==> src/rtl/smb_cfg_pkg.sv <==
package smb_cfg_pkg;
  localparam int unsigned NUM_REGS = 9;
  localparam int unsigned IDX_W    = $clog2(NUM_REGS);
  localparam int unsigned CNT_W    = 5;
  localparam int unsigned NUM_OUT  = 19;
  localparam int unsigned REG_CTL  = 0;
  localparam int unsigned REG_ENLO = 1;
  localparam int unsigned REG_ENHI = 2;
  localparam int unsigned REG_IDS  = 5;
  localparam int unsigned REG_DEV  = 6;
  localparam int unsigned REG_CNT  = 7;

  typedef enum logic [2:0] {
    S_IDLE, S_RECV, S_ACK_PEND, S_ACK_DRIVE, S_SEND, S_ACK_RECV, S_SEND_NEXT
  } smb_state_e;

  typedef enum logic [1:0] {K_ADDR, K_INDEX, K_COUNT, K_DATA} smb_kind_e;

  // tri-level code to 0/1/2; code 3 counts as high
  function automatic int unsigned smb_tri(input logic [1:0] code);
    return (code == 2'd3) ? 2 : int'(code);
  endfunction

  function automatic logic [6:0] smb_dev_addr(input logic [1:0] hi, input logic [1:0] lo);
    logic [7:0] a8;
    case (smb_tri(hi) * 3 + smb_tri(lo))
      0: a8 = 8'hD8;
      1: a8 = 8'hDA;
      2: a8 = 8'hDE;
      3: a8 = 8'hC2;
      4: a8 = 8'hC4;
      5: a8 = 8'hC6;
      6: a8 = 8'hCA;
      7: a8 = 8'hCC;
      default: a8 = 8'hCE;
    endcase
    return a8[7:1];
  endfunction

  function automatic logic [IDX_W-1:0] smb_next_idx(input logic [IDX_W-1:0] i);
    return (i == IDX_W'(NUM_REGS - 1)) ? '0 : i + 1'b1;
  endfunction

  function automatic logic [IDX_W-1:0] smb_start_idx(input logic [7:0] b);
    return (b < 8'(NUM_REGS)) ? b[IDX_W-1:0] : '0;
  endfunction
endpackage

==> src/rtl/smb_line_filter.sv <==
module smb_line_filter #(
  parameter int unsigned FILT_LEN = 3
) (
  input  logic clk,
  input  logic rst_n,
  input  logic line_i,
  output logic line_o
);
  localparam int unsigned CW = $clog2(FILT_LEN + 1);

  logic [1:0]    sync_q;
  logic [CW-1:0] cnt_q;
  logic          filt_q;

  always_ff @(posedge clk or negedge rst_n) begin
    if (!rst_n) begin
      sync_q <= 2'b11;
      cnt_q  <= '0;
      filt_q <= 1'b1;
    end else begin
      sync_q <= {sync_q[0], line_i};
      if (sync_q[1] == filt_q) begin
        cnt_q <= '0;
      end else if (cnt_q == CW'(FILT_LEN - 1)) begin
        filt_q <= sync_q[1];
        cnt_q  <= '0;
      end else begin
        cnt_q <= cnt_q + 1'b1;
      end
    end
  end

  assign line_o = filt_q;

  // the filtered level only ever takes a value the synchronizer had
  a_r12_filter_follows: assert property (@(posedge clk) disable iff (!rst_n)
    (filt_q != $past(filt_q)) |-> ($past(sync_q[1]) == filt_q));
endmodule

==> src/rtl/smb_cfg_regs.sv <==
module smb_cfg_regs
  import smb_cfg_pkg::*;
#(
  parameter logic [3:0] REV_ID    = 4'h1,
  parameter logic [3:0] VENDOR_ID = 4'h1,
  parameter logic [7:0] DEV_ID    = 8'hC3
) (
  input  logic               clk,
  input  logic               rst_n,
  input  logic [1:0]         strap_addr_hi,
  input  logic [1:0]         strap_addr_lo,
  input  logic [1:0]         strap_mode,
  input  logic               strap_freq,
  input  logic               wr_en,
  input  logic [IDX_W-1:0]   wr_idx,
  input  logic [7:0]         wr_data,
  input  logic [IDX_W-1:0]   rd_idx,
  output logic [7:0]         rd_data,
  output logic [CNT_W-1:0]   cnt_o,
  output logic [6:0]         dev_addr,
  output logic [NUM_OUT-1:0] out_en
);
  logic             done_q;
  logic [1:0]       mode_q;
  logic             freq_q;
  logic [6:0]       addr_q;
  logic [2:0]       en_top_q;
  logic [7:0]       en_lo_q;
  logic [7:0]       en_hi_q;
  logic [CNT_W-1:0] cnt_q;

  always_ff @(posedge clk or negedge rst_n) begin
    if (!rst_n) begin
      done_q <= 1'b0;
      mode_q <= '0;
      freq_q <= 1'b0;
      addr_q <= '0;
    end else if (!done_q) begin
      done_q <= 1'b1;
      mode_q <= strap_mode;
      freq_q <= strap_freq;
      addr_q <= smb_dev_addr(strap_addr_hi, strap_addr_lo);
    end
  end

  always_ff @(posedge clk or negedge rst_n) begin
    if (!rst_n) begin
      en_top_q <= 3'b111;
      en_lo_q  <= 8'hFF;
      en_hi_q  <= 8'hFF;
      cnt_q    <= CNT_W'(8);
    end else if (wr_en) begin
      case (int'(wr_idx))
        REG_CTL:  en_top_q <= wr_data[5:3];
        REG_ENLO: en_lo_q  <= wr_data;
        REG_ENHI: en_hi_q  <= wr_data;
        REG_CNT:  cnt_q    <= wr_data[CNT_W-1:0];
        default:  ;
      endcase
    end
  end

  always_comb begin
    case (int'(rd_idx))
      REG_CTL:  rd_data = {mode_q, en_top_q, 2'b00, freq_q};
      REG_ENLO: rd_data = en_lo_q;
      REG_ENHI: rd_data = en_hi_q;
      REG_IDS:  rd_data = {REV_ID, VENDOR_ID};
      REG_DEV:  rd_data = DEV_ID;
      REG_CNT:  rd_data = {{(8 - CNT_W){1'b0}}, cnt_q};
      default:  rd_data = 8'h00;
    endcase
  end

  assign cnt_o    = cnt_q;
  assign dev_addr = addr_q;
  assign out_en   = {en_top_q, en_hi_q, en_lo_q};

  // the pointer handed over by the protocol engine stays in the file
  a_r3_idx_range: assert property (@(posedge clk) disable iff (!rst_n)
    wr_en |-> (int'(wr_idx) < NUM_REGS));
  // count field changes only through a write to its register
  a_r8_cnt_hold: assert property (@(posedge clk) disable iff (!rst_n)
    !(wr_en && int'(wr_idx) == REG_CNT) |=> $stable(cnt_q));
  // captured straps never move after the capture cycle
  a_r13_straps_held: assert property (@(posedge clk) disable iff (!rst_n)
    done_q |=> ($stable(addr_q) && $stable(mode_q) && $stable(freq_q)));
endmodule

==> src/rtl/smb_cfg_target.sv <==
module smb_cfg_target
  import smb_cfg_pkg::*;
#(
  parameter int unsigned FILT_LEN  = 3,
  parameter logic [3:0]  REV_ID    = 4'h1,
  parameter logic [3:0]  VENDOR_ID = 4'h1,
  parameter logic [7:0]  DEV_ID    = 8'hC3
) (
  input  logic               clk,
  input  logic               rst_n,
  input  logic               ref_ok,
  input  logic [1:0]         strap_addr_hi,
  input  logic [1:0]         strap_addr_lo,
  input  logic [1:0]         strap_mode,
  input  logic               strap_freq,
  input  logic               scl_i,
  input  logic               sda_i,
  output logic               sda_oe,
  output logic [NUM_OUT-1:0] out_en
);
  // ---- line conditioning ----
  logic [1:0] raw_lines;
  logic [1:0] filt_lines;
  assign raw_lines = {sda_i, scl_i};

  for (genvar g = 0; g < 2; g++) begin : g_line
    smb_line_filter #(.FILT_LEN(FILT_LEN)) u_filt (
      .clk    (clk),
      .rst_n  (rst_n),
      .line_i (raw_lines[g]),
      .line_o (filt_lines[g])
    );
  end

  logic scl_f, sda_f, scl_q, sda_q;
  assign scl_f = filt_lines[0];
  assign sda_f = filt_lines[1];

  always_ff @(posedge clk or negedge rst_n) begin
    if (!rst_n) begin
      scl_q <= 1'b1;
      sda_q <= 1'b1;
    end else begin
      scl_q <= scl_f;
      sda_q <= sda_f;
    end
  end

  // ---- named bus events ----
  logic scl_rise, scl_fall, bus_start, bus_stop;
  assign scl_rise  = scl_f & ~scl_q;
  assign scl_fall  = ~scl_f & scl_q;
  assign bus_start = scl_f & scl_q & sda_q & ~sda_f;
  assign bus_stop  = scl_f & scl_q & ~sda_q & sda_f;

  // ---- protocol state ----
  smb_state_e       st_q;
  smb_kind_e        kind_q;
  logic [2:0]       bit_q;
  logic [7:0]       sh_q;
  logic [7:0]       tx_q;
  logic [IDX_W-1:0] ptr_q;
  logic [7:0]       wr_left_q;
  logic [CNT_W:0]   rd_left_q;
  logic             rd_mode_q;
  logic             need_cnt_q;
  logic             sda_oe_q;

  logic [7:0]       rx_byte;
  logic             byte_done;
  logic             ack_ok;
  logic             wr_en;
  logic             load_now;
  logic [7:0]       load_byte;
  logic [7:0]       rd_data;
  logic [CNT_W-1:0] cnt;
  logic [6:0]       dev_addr;

  assign rx_byte   = {sh_q[6:0], sda_f};
  assign byte_done = (st_q == S_RECV) && scl_rise && (bit_q == 3'd7);
  assign wr_en     = byte_done && (kind_q == K_DATA) && (wr_left_q != 8'd0);
  assign load_now  = scl_fall && (((st_q == S_ACK_DRIVE) && rd_mode_q) || (st_q == S_SEND_NEXT));

  always_comb begin
    case (kind_q)
      K_ADDR:  ack_ok = (rx_byte[7:1] == dev_addr);
      K_DATA:  ack_ok = (wr_left_q != 8'd0);
      default: ack_ok = 1'b1;
    endcase
  end

  always_comb begin
    if (need_cnt_q)             load_byte = {{(8 - CNT_W){1'b0}}, cnt};
    else if (rd_left_q != '0)   load_byte = rd_data;
    else                        load_byte = 8'hFF;
  end

  always_ff @(posedge clk or negedge rst_n) begin
    if (!rst_n) begin
      st_q       <= S_IDLE;
      kind_q     <= K_ADDR;
      bit_q      <= '0;
      sh_q       <= '0;
      tx_q       <= '0;
      ptr_q      <= '0;
      wr_left_q  <= '0;
      rd_left_q  <= '0;
      rd_mode_q  <= 1'b0;
      need_cnt_q <= 1'b0;
      sda_oe_q   <= 1'b0;
    end else if (!ref_ok) begin
      st_q     <= S_IDLE;
      sda_oe_q <= 1'b0;
    end else if (bus_start) begin
      st_q      <= S_RECV;
      kind_q    <= K_ADDR;
      bit_q     <= '0;
      rd_mode_q <= 1'b0;
      sda_oe_q  <= 1'b0;
    end else if (bus_stop) begin
      st_q     <= S_IDLE;
      sda_oe_q <= 1'b0;
    end else if (load_now) begin
      tx_q     <= load_byte;
      sda_oe_q <= ~load_byte[7];
      bit_q    <= '0;
      st_q     <= S_SEND;
      if (need_cnt_q) begin
        need_cnt_q <= 1'b0;
      end else if (rd_left_q != '0) begin
        rd_left_q <= rd_left_q - 1'b1;
        ptr_q     <= smb_next_idx(ptr_q);
      end
    end else begin
      case (st_q)
        S_RECV: if (scl_rise) begin
          sh_q  <= rx_byte;
          bit_q <= bit_q + 1'b1;
          if (bit_q == 3'd7) begin
            st_q <= ack_ok ? S_ACK_PEND : S_IDLE;
            case (kind_q)
              K_ADDR: begin
                rd_mode_q <= rx_byte[0];
                kind_q    <= K_INDEX;
                if (rx_byte[0]) begin
                  need_cnt_q <= 1'b1;
                  rd_left_q  <= {1'b0, cnt} + 1'b1;
                end
              end
              K_INDEX: begin
                ptr_q  <= smb_start_idx(rx_byte);
                kind_q <= K_COUNT;
              end
              K_COUNT: begin
                wr_left_q <= rx_byte;
                kind_q    <= K_DATA;
              end
              default: if (wr_left_q != 8'd0) begin
                wr_left_q <= wr_left_q - 1'b1;
                ptr_q     <= smb_next_idx(ptr_q);
              end
            endcase
          end
        end
        S_ACK_PEND: if (scl_fall) begin
          sda_oe_q <= 1'b1;
          st_q     <= S_ACK_DRIVE;
        end
        S_ACK_DRIVE: if (scl_fall) begin
          sda_oe_q <= 1'b0;
          st_q     <= S_RECV;
          bit_q    <= '0;
        end
        S_SEND: if (scl_fall) begin
          if (bit_q == 3'd7) begin
            sda_oe_q <= 1'b0;
            st_q     <= S_ACK_RECV;
          end else begin
            tx_q     <= tx_q << 1;
            sda_oe_q <= ~tx_q[6];
            bit_q    <= bit_q + 1'b1;
          end
        end
        S_ACK_RECV: if (scl_rise) begin
          st_q <= sda_f ? S_IDLE : S_SEND_NEXT;
        end
        default: ;
      endcase
    end
  end

  assign sda_oe = sda_oe_q;

  smb_cfg_regs #(
    .REV_ID    (REV_ID),
    .VENDOR_ID (VENDOR_ID),
    .DEV_ID    (DEV_ID)
  ) u_regs (
    .clk           (clk),
    .rst_n         (rst_n),
    .strap_addr_hi (strap_addr_hi),
    .strap_addr_lo (strap_addr_lo),
    .strap_mode    (strap_mode),
    .strap_freq    (strap_freq),
    .wr_en         (wr_en),
    .wr_idx        (ptr_q),
    .wr_data       (rx_byte),
    .rd_idx        (ptr_q),
    .rd_data       (rd_data),
    .cnt_o         (cnt),
    .dev_addr      (dev_addr),
    .out_en        (out_en)
  );

  // a dead reference clock releases the line on the next cycle
  a_r11_release_when_off: assert property (@(posedge clk) disable iff (!rst_n)
    !ref_ok |=> !sda_oe_q);
  // a stop always lands the engine in idle
  a_r10_stop_to_idle: assert property (@(posedge clk) disable iff (!rst_n)
    (ref_ok && bus_stop) |=> (st_q == S_IDLE));
  // the target only moves SDA while the filtered clock is low
  a_r2_oe_moves_scl_low: assert property (@(posedge clk) disable iff (!rst_n)
    (ref_ok && $past(ref_ok) && !$past(bus_start) && !$past(bus_stop)
     && (sda_oe_q != $past(sda_oe_q))) |-> !scl_f);
  // the first byte sent after a read address is the count field
  a_r5_count_first: assert property (@(posedge clk) disable iff (!rst_n)
    (ref_ok && !bus_start && !bus_stop && scl_fall && st_q == S_ACK_DRIVE && rd_mode_q)
    |=> (tx_q == {{(8 - CNT_W){1'b0}}, $past(cnt)}));
endmodule

==> config.mk <==
export PLATFORM = sky130hd
export DESIGN_NAME = smb_cfg_target
export DESIGN_NICKNAME = d
export VERILOG_FILES = /design/src/rtl/smb_cfg_pkg.sv /design/src/rtl/smb_line_filter.sv /design/src/rtl/smb_cfg_regs.sv /design/src/rtl/smb_cfg_target.sv
export SDC_FILE = /design/constraint.sdc
export NUM_CORES = 1
export LEC_CHECK = 0
export BUFFER_PORTS_ARGS = -buffer_cell sky130_fd_sc_hd__buf_2
export CAP_MARGIN = 20
export CORE_ASPECT_RATIO = 0.5
export CORE_MARGIN = 1.5
export CORE_UTILIZATION = 42
export DETAILED_ROUTE_END_ITERATION = 8
export PLACE_DENSITY_LB_ADDON = 0.25
export SLEW_MARGIN = 15
export SYNTH_ARGS = -nofsm -noshare
export SYNTH_HDL_FRONTEND = slang
export SYNTH_SLANG_ARGS = --single-unit
==> constraint.sdc <==
create_clock -name clk -period 4.2 [get_ports clk]
set_input_delay 0.21 -clock clk [delete_from_list [all_inputs] [get_ports clk]]
set_output_delay 0.21 -clock clk [all_outputs]
set_load 0.01 [all_outputs]
==> results.txt <==
- Synthesis produced a netlist whose cell count is 503.
- In this design, the largest share of critical-path delay is due to simple AND/OR/NAND/NOR gates.
* Average wire per cell in the routed design: between 15 and 20 um
- Of the available clock period, the critical path in the final layout requires 0.6412.
- Yosys mapped a number of flops with a built-in enable equal to 0.
* Critical path launch point type: flop
- 0 antenna diodes ended up in the layout.
- Number of clock sinks: ~90
- Height of the die: 80.41 um
- Flip-flop and latch count after synthesis: a little under 90
* Combined area of all synthesized cells: 5034 um^2
* Kind of path behind the tightest hold check: in -> reg
- Port buffering added 31 buffers.
* Clock root buffer: sky130_fd_sc_hd__clkbuf_16
* Relative max-transition margin: 0.3877
- Total of cells resized after clock tree synthesis: 0
- DP Wirelength: 7987 um
* Met3 demand-to-capacity share in global routing: 0.04479
* Worst clock skew on the final layout: around 0.0078 ns
* Final setup viols: 0
- The number of antenna violations at the first check in global routing was 0.
- The flow ran to the end, and the final reports show no timing, DRC or antenna violations.
* Drt total wl: about 12,000 um
* Met2 capacity usage during global routing: 0.2873
* Total of max-cap violations: 0
* Required time of the critical path: 4.48 ns
* Number of vias in the routed layout: approximately 3.9k
- Number of levels the H-tree was split into: 3
* Met1 usage in global routing: 0.2907
* Final GP Congestion: slightly above 0.8
* Leakage component of the power: between 2 and 2.5 nW
- Power spread over the standard cell area amounts to approximately 420 nW/um^2.
- The detailed router finished its first iteration with approximately 390 violations.
- Worst IR Drop VDD: between 0.0002 and 0.00025 V
* Post-Syn Area per Cell: 10.01 um^2
- Relative to the synthesized area, the layout overhead comes to 11.14%.
- Along the worst path, the maximum fanout reaches 8.
* Worst path arrival time: 2.97 ns
- After detailed routing, the number of vias per cell comes to 5.625.
* Dominant synthesized flop cell: sky130_fd_sc_hd__dfrtp_1
* Buffers plus inverters on the worst setup path: 1
- The detail route stage leaves a number of antenna-violating nets equal to 0.
- The share of the Yosys chip area taken by registers is 0.4444.
- The clock passes through at most 2 buffers.
- Setup fix buffers added after clock tree synthesis: 0
* Site Rows: 28
- Clock-pin slew was measured on the worst setup and hold paths at ~0.07 ns.
- The slowest stage of the critical path is the sky130_fd_sc_hd__o41ai_1 cell.
- Setup repair after global routing missed its margin: false
- Number of nets in the layout: approximately 560
* I/O pin total: 32
- The number of placed instances, taps included, is 671.
* Post-Synthesis Net Count: about 540
* Tot GR Track Use: 0.1962
- The number of global-route vias before repair is roughly 3.6k.
* Slew @ Worst Pin: a little over 0.9 ns
* Count of fill cells added during filler insertion: roughly 1.1k
- GR peak layer: met1
- Clock tree from TritonCTS: built
- Setup TNS after final layout: 0 ns
- Before antenna repair, the detailed router went through 5 iterations.
* Crit path capture type: flop
- Initial Utilization: 0.4289
* Critical path's largest stage delay: roughly 0.74 ns
- Die Wd: approximately 160 um
- The signal on the critical path passes through inv_1, ha_1, or3b_1, o41ai_1, nor4_2, nand2_2, mux2_2.
- The clock reaches the later pin of the worst-skew pair after approximately 0.35 ns.
- Shortest period the worst path allows: roughly 2.7 ns
* Core ar.: 11,740 um^2
- TritonCTS created 9 clock buffers.
- Drt drc: 0
- Async S/R FF share, synth: 1.000
- Final Hold Violating Endpoints: 0
- Of the cells placed in the final design, the portion with a size suffix greater than 1 is 0.2438.
* Fmax: around 370 MHz
* Synth unique cells: 72
* Count of warnings emitted by yosys: 0
* Critical setup path kind: reg -> reg
* Pins Over Slew Limit: 0
- The total overflow left after global routing is 0.
* Maximum number of pins on one net before global-route repair: 47
- Count of non-filler cells in the finished layout: 690
- Global-route wire length before repair: ~19,000 um
* Overall die area: around 13,000 um^2
## routing by layer
metal | share of wire | wire, um
met1 | 0.52 | 6028
met2 | 0.42 | 4902
met3 | 0.054 | 634
met4 | 0.0076 | 88
met5 | 0 | 0
## where the power goes
group	leakage [nW]	internal, mW	switching [mW]
clock	0.152	0.451	0.376
sequential	1.08	0.941	0.142
combinational	1.18	0.193	0.230
total	2.41	1.58	0.749
## final cells by class
cell class	instances	area (um^2)	share of cell area
inverter	23	86.33	0.01543
sequential	88	2237	0.3999
tap	165	206.4	0.03690
timing repair buffer	37	210.2	0.03758
multi-input combinational	361	2551	0.4561
clock inverter	6	52.55	0.009394
clock buffer	10	250.2	0.04473
## path summary, 6_finish.rpt
kind                                             from                          to  slack, ns  cells past startpoint
min in group asynchronous                       rst_n   g_line[0].u_filt.cnt_q[0]       0.41                      2
max in group asynchronous                       rst_n           u_regs.en_lo_q[1]       2.81                      3
max reg2reg                              wr_left_q[0]           u_regs.en_lo_q[1]       1.51                      7
max                                      wr_left_q[0]           u_regs.en_lo_q[1]       1.51                      7
min reg2reg                g_line[0].u_filt.sync_q[0]  g_line[0].u_filt.sync_q[1]       0.36                      0
min                                     strap_mode[1]            u_regs.mode_q[1]       0.08                      2
## worst reg2reg max path: stages (launching register included)
cell and delay, ns:
sky130_fd_sc_hd__dfrtp_1 0.41, sky130_fd_sc_hd__inv_1 0.11, sky130_fd_sc_hd__ha_1 0.20, sky130_fd_sc_hd__or3b_1 0.41, sky130_fd_sc_hd__o41ai_1 0.74, sky130_fd_sc_hd__nor4_2 0.14
sky130_fd_sc_hd__nand2_2 0.24, sky130_fd_sc_hd__mux2_2 0.37
## registers in the layout, summed over array words and instances (netlist names), 2 cells and up
register	flops
tx_q	7
u_regs.mode_q	2
kind_q	2
u_regs.dev_addr	5
g_line.u_filt.line_o	2
wr_left_q	8
g_line.u_filt.sync_q	4
rd_left_q	6
u_regs.cnt_o	5
u_regs.en_hi_q	8
bit_q	3
st_q	3
g_line.u_filt.cnt_q	4
u_regs.en_lo_q	8
ptr_q	4
sh_q	7
u_regs.en_top_q	3
## kinds of logic after synthesis
group	after synthesis	synth area share
compound gates	144	0.1946
simple gates	143	0.1467
flops	88	0.4444
buf+inv	54	0.04872
mux	39	0.08700
fa+ha+maj	23	0.05866
xor+xnor	11	0.01914
other cells	1	0.0007450
## Yosys cell counts (3+ instances only)
cell type                  count  area [um^2]
sky130_fd_sc_hd__nor2b_1      10        62.56
sky130_fd_sc_hd__clkbuf_1     19        71.32
sky130_fd_sc_hd__nand2_1      37        138.9
sky130_fd_sc_hd__o41ai_1       3        26.28
sky130_fd_sc_hd__nor3_1       11        55.05
sky130_fd_sc_hd__a221oi_1      7        61.31
sky130_fd_sc_hd__o21ai_0      42        210.2
sky130_fd_sc_hd__nor2_1       34        127.6
sky130_fd_sc_hd__dfrtp_1      60         1501
sky130_fd_sc_hd__a22oi_1       6        45.04
sky130_fd_sc_hd__a31oi_1       5        31.28
sky130_fd_sc_hd__or4_1         3        22.52
sky130_fd_sc_hd__nand2b_1      5        31.28
sky130_fd_sc_hd__o211ai_1      3        22.52
sky130_fd_sc_hd__mux2_2       38        427.9
sky130_fd_sc_hd__o31ai_1       5        37.54
sky130_fd_sc_hd__xnor2_1       9        78.83
sky130_fd_sc_hd__a211oi_1      6        45.04
sky130_fd_sc_hd__inv_1        23        86.33
sky130_fd_sc_hd__a22o_1       12        105.1
sky130_fd_sc_hd__dfstp_2      28        735.7
sky130_fd_sc_hd__nand3b_1      5        37.54
sky130_fd_sc_hd__buf_2         5        25.02
sky130_fd_sc_hd__a21oi_1      25        125.1
sky130_fd_sc_hd__a21o_1        3        22.52
sky130_fd_sc_hd__ha_1         22        275.3
sky130_fd_sc_hd__nand3_1       8        40.04
sky130_fd_sc_hd__nor3b_1       6        45.04
sky130_fd_sc_hd__o21a_1        5        37.54
sky130_fd_sc_hd__nand4_1       4        25.02
## per-stage QoR
step | util | cell area, um^2 | hold slack (ns) | setup slack (ns) | total power, mW
finish | 0.4767 | 5594 | 0.08282 | 1.507 | 2.334
global route | 0.4767 | 5594 | 0.08650 | 1.430 | 2.455
detailed placement | 0.4483 | 5261 | 0.2626 | 1.593 | 1.510
CTS | 0.4767 | 5594 | 0.07462 | 1.564 | 2.347
global placement | 0.4483 | 5261 | 0.2606 | 1.695 | 1.506
floorplan | - | 5034 | -0.08559 | 2.017 | 1.384
## what timing repair did
action,CTS,global route
hold buffers,3,0
setup endpoints to repair,0,0
hold endpoints to repair,40,0
## cells in the final DEF (no fill, tap or decap), types with 3 or more instances in the layout
master                          instances
sky130_fd_sc_hd__nor2b_1               10
sky130_fd_sc_hd__a31oi_1                5
sky130_fd_sc_hd__clkbuf_16             10
sky130_fd_sc_hd__inv_1                 23
sky130_fd_sc_hd__buf_2                 30
sky130_fd_sc_hd__buf_4                  4
sky130_fd_sc_hd__nor3_1                11
sky130_fd_sc_hd__a22o_1                12
sky130_fd_sc_hd__nand3b_1               5
sky130_fd_sc_hd__ha_1                  22
sky130_fd_sc_hd__a21o_1                 3
sky130_fd_sc_hd__dlygate4sd3_1          3
sky130_fd_sc_hd__nand2_1               37
sky130_fd_sc_hd__nor2_1                34
sky130_fd_sc_hd__or4_1                  3
sky130_fd_sc_hd__nand4_1                4
sky130_fd_sc_hd__o41ai_1                3
sky130_fd_sc_hd__a211oi_1               6
sky130_fd_sc_hd__nand2b_1               5
sky130_fd_sc_hd__o211ai_1               3
sky130_fd_sc_hd__inv_6                  4
sky130_fd_sc_hd__xnor2_1                9
sky130_fd_sc_hd__mux2_2                38
sky130_fd_sc_hd__nand3_1                8
sky130_fd_sc_hd__a21oi_1               25
sky130_fd_sc_hd__o21a_1                 5
sky130_fd_sc_hd__nor3b_1                6
sky130_fd_sc_hd__o21ai_0               42
sky130_fd_sc_hd__a22oi_1                6
sky130_fd_sc_hd__o31ai_1                5
sky130_fd_sc_hd__dfstp_2               28
sky130_fd_sc_hd__dfrtp_1               60
sky130_fd_sc_hd__a221oi_1               7
No activity file was read; power rests on OpenSTA's default activity.
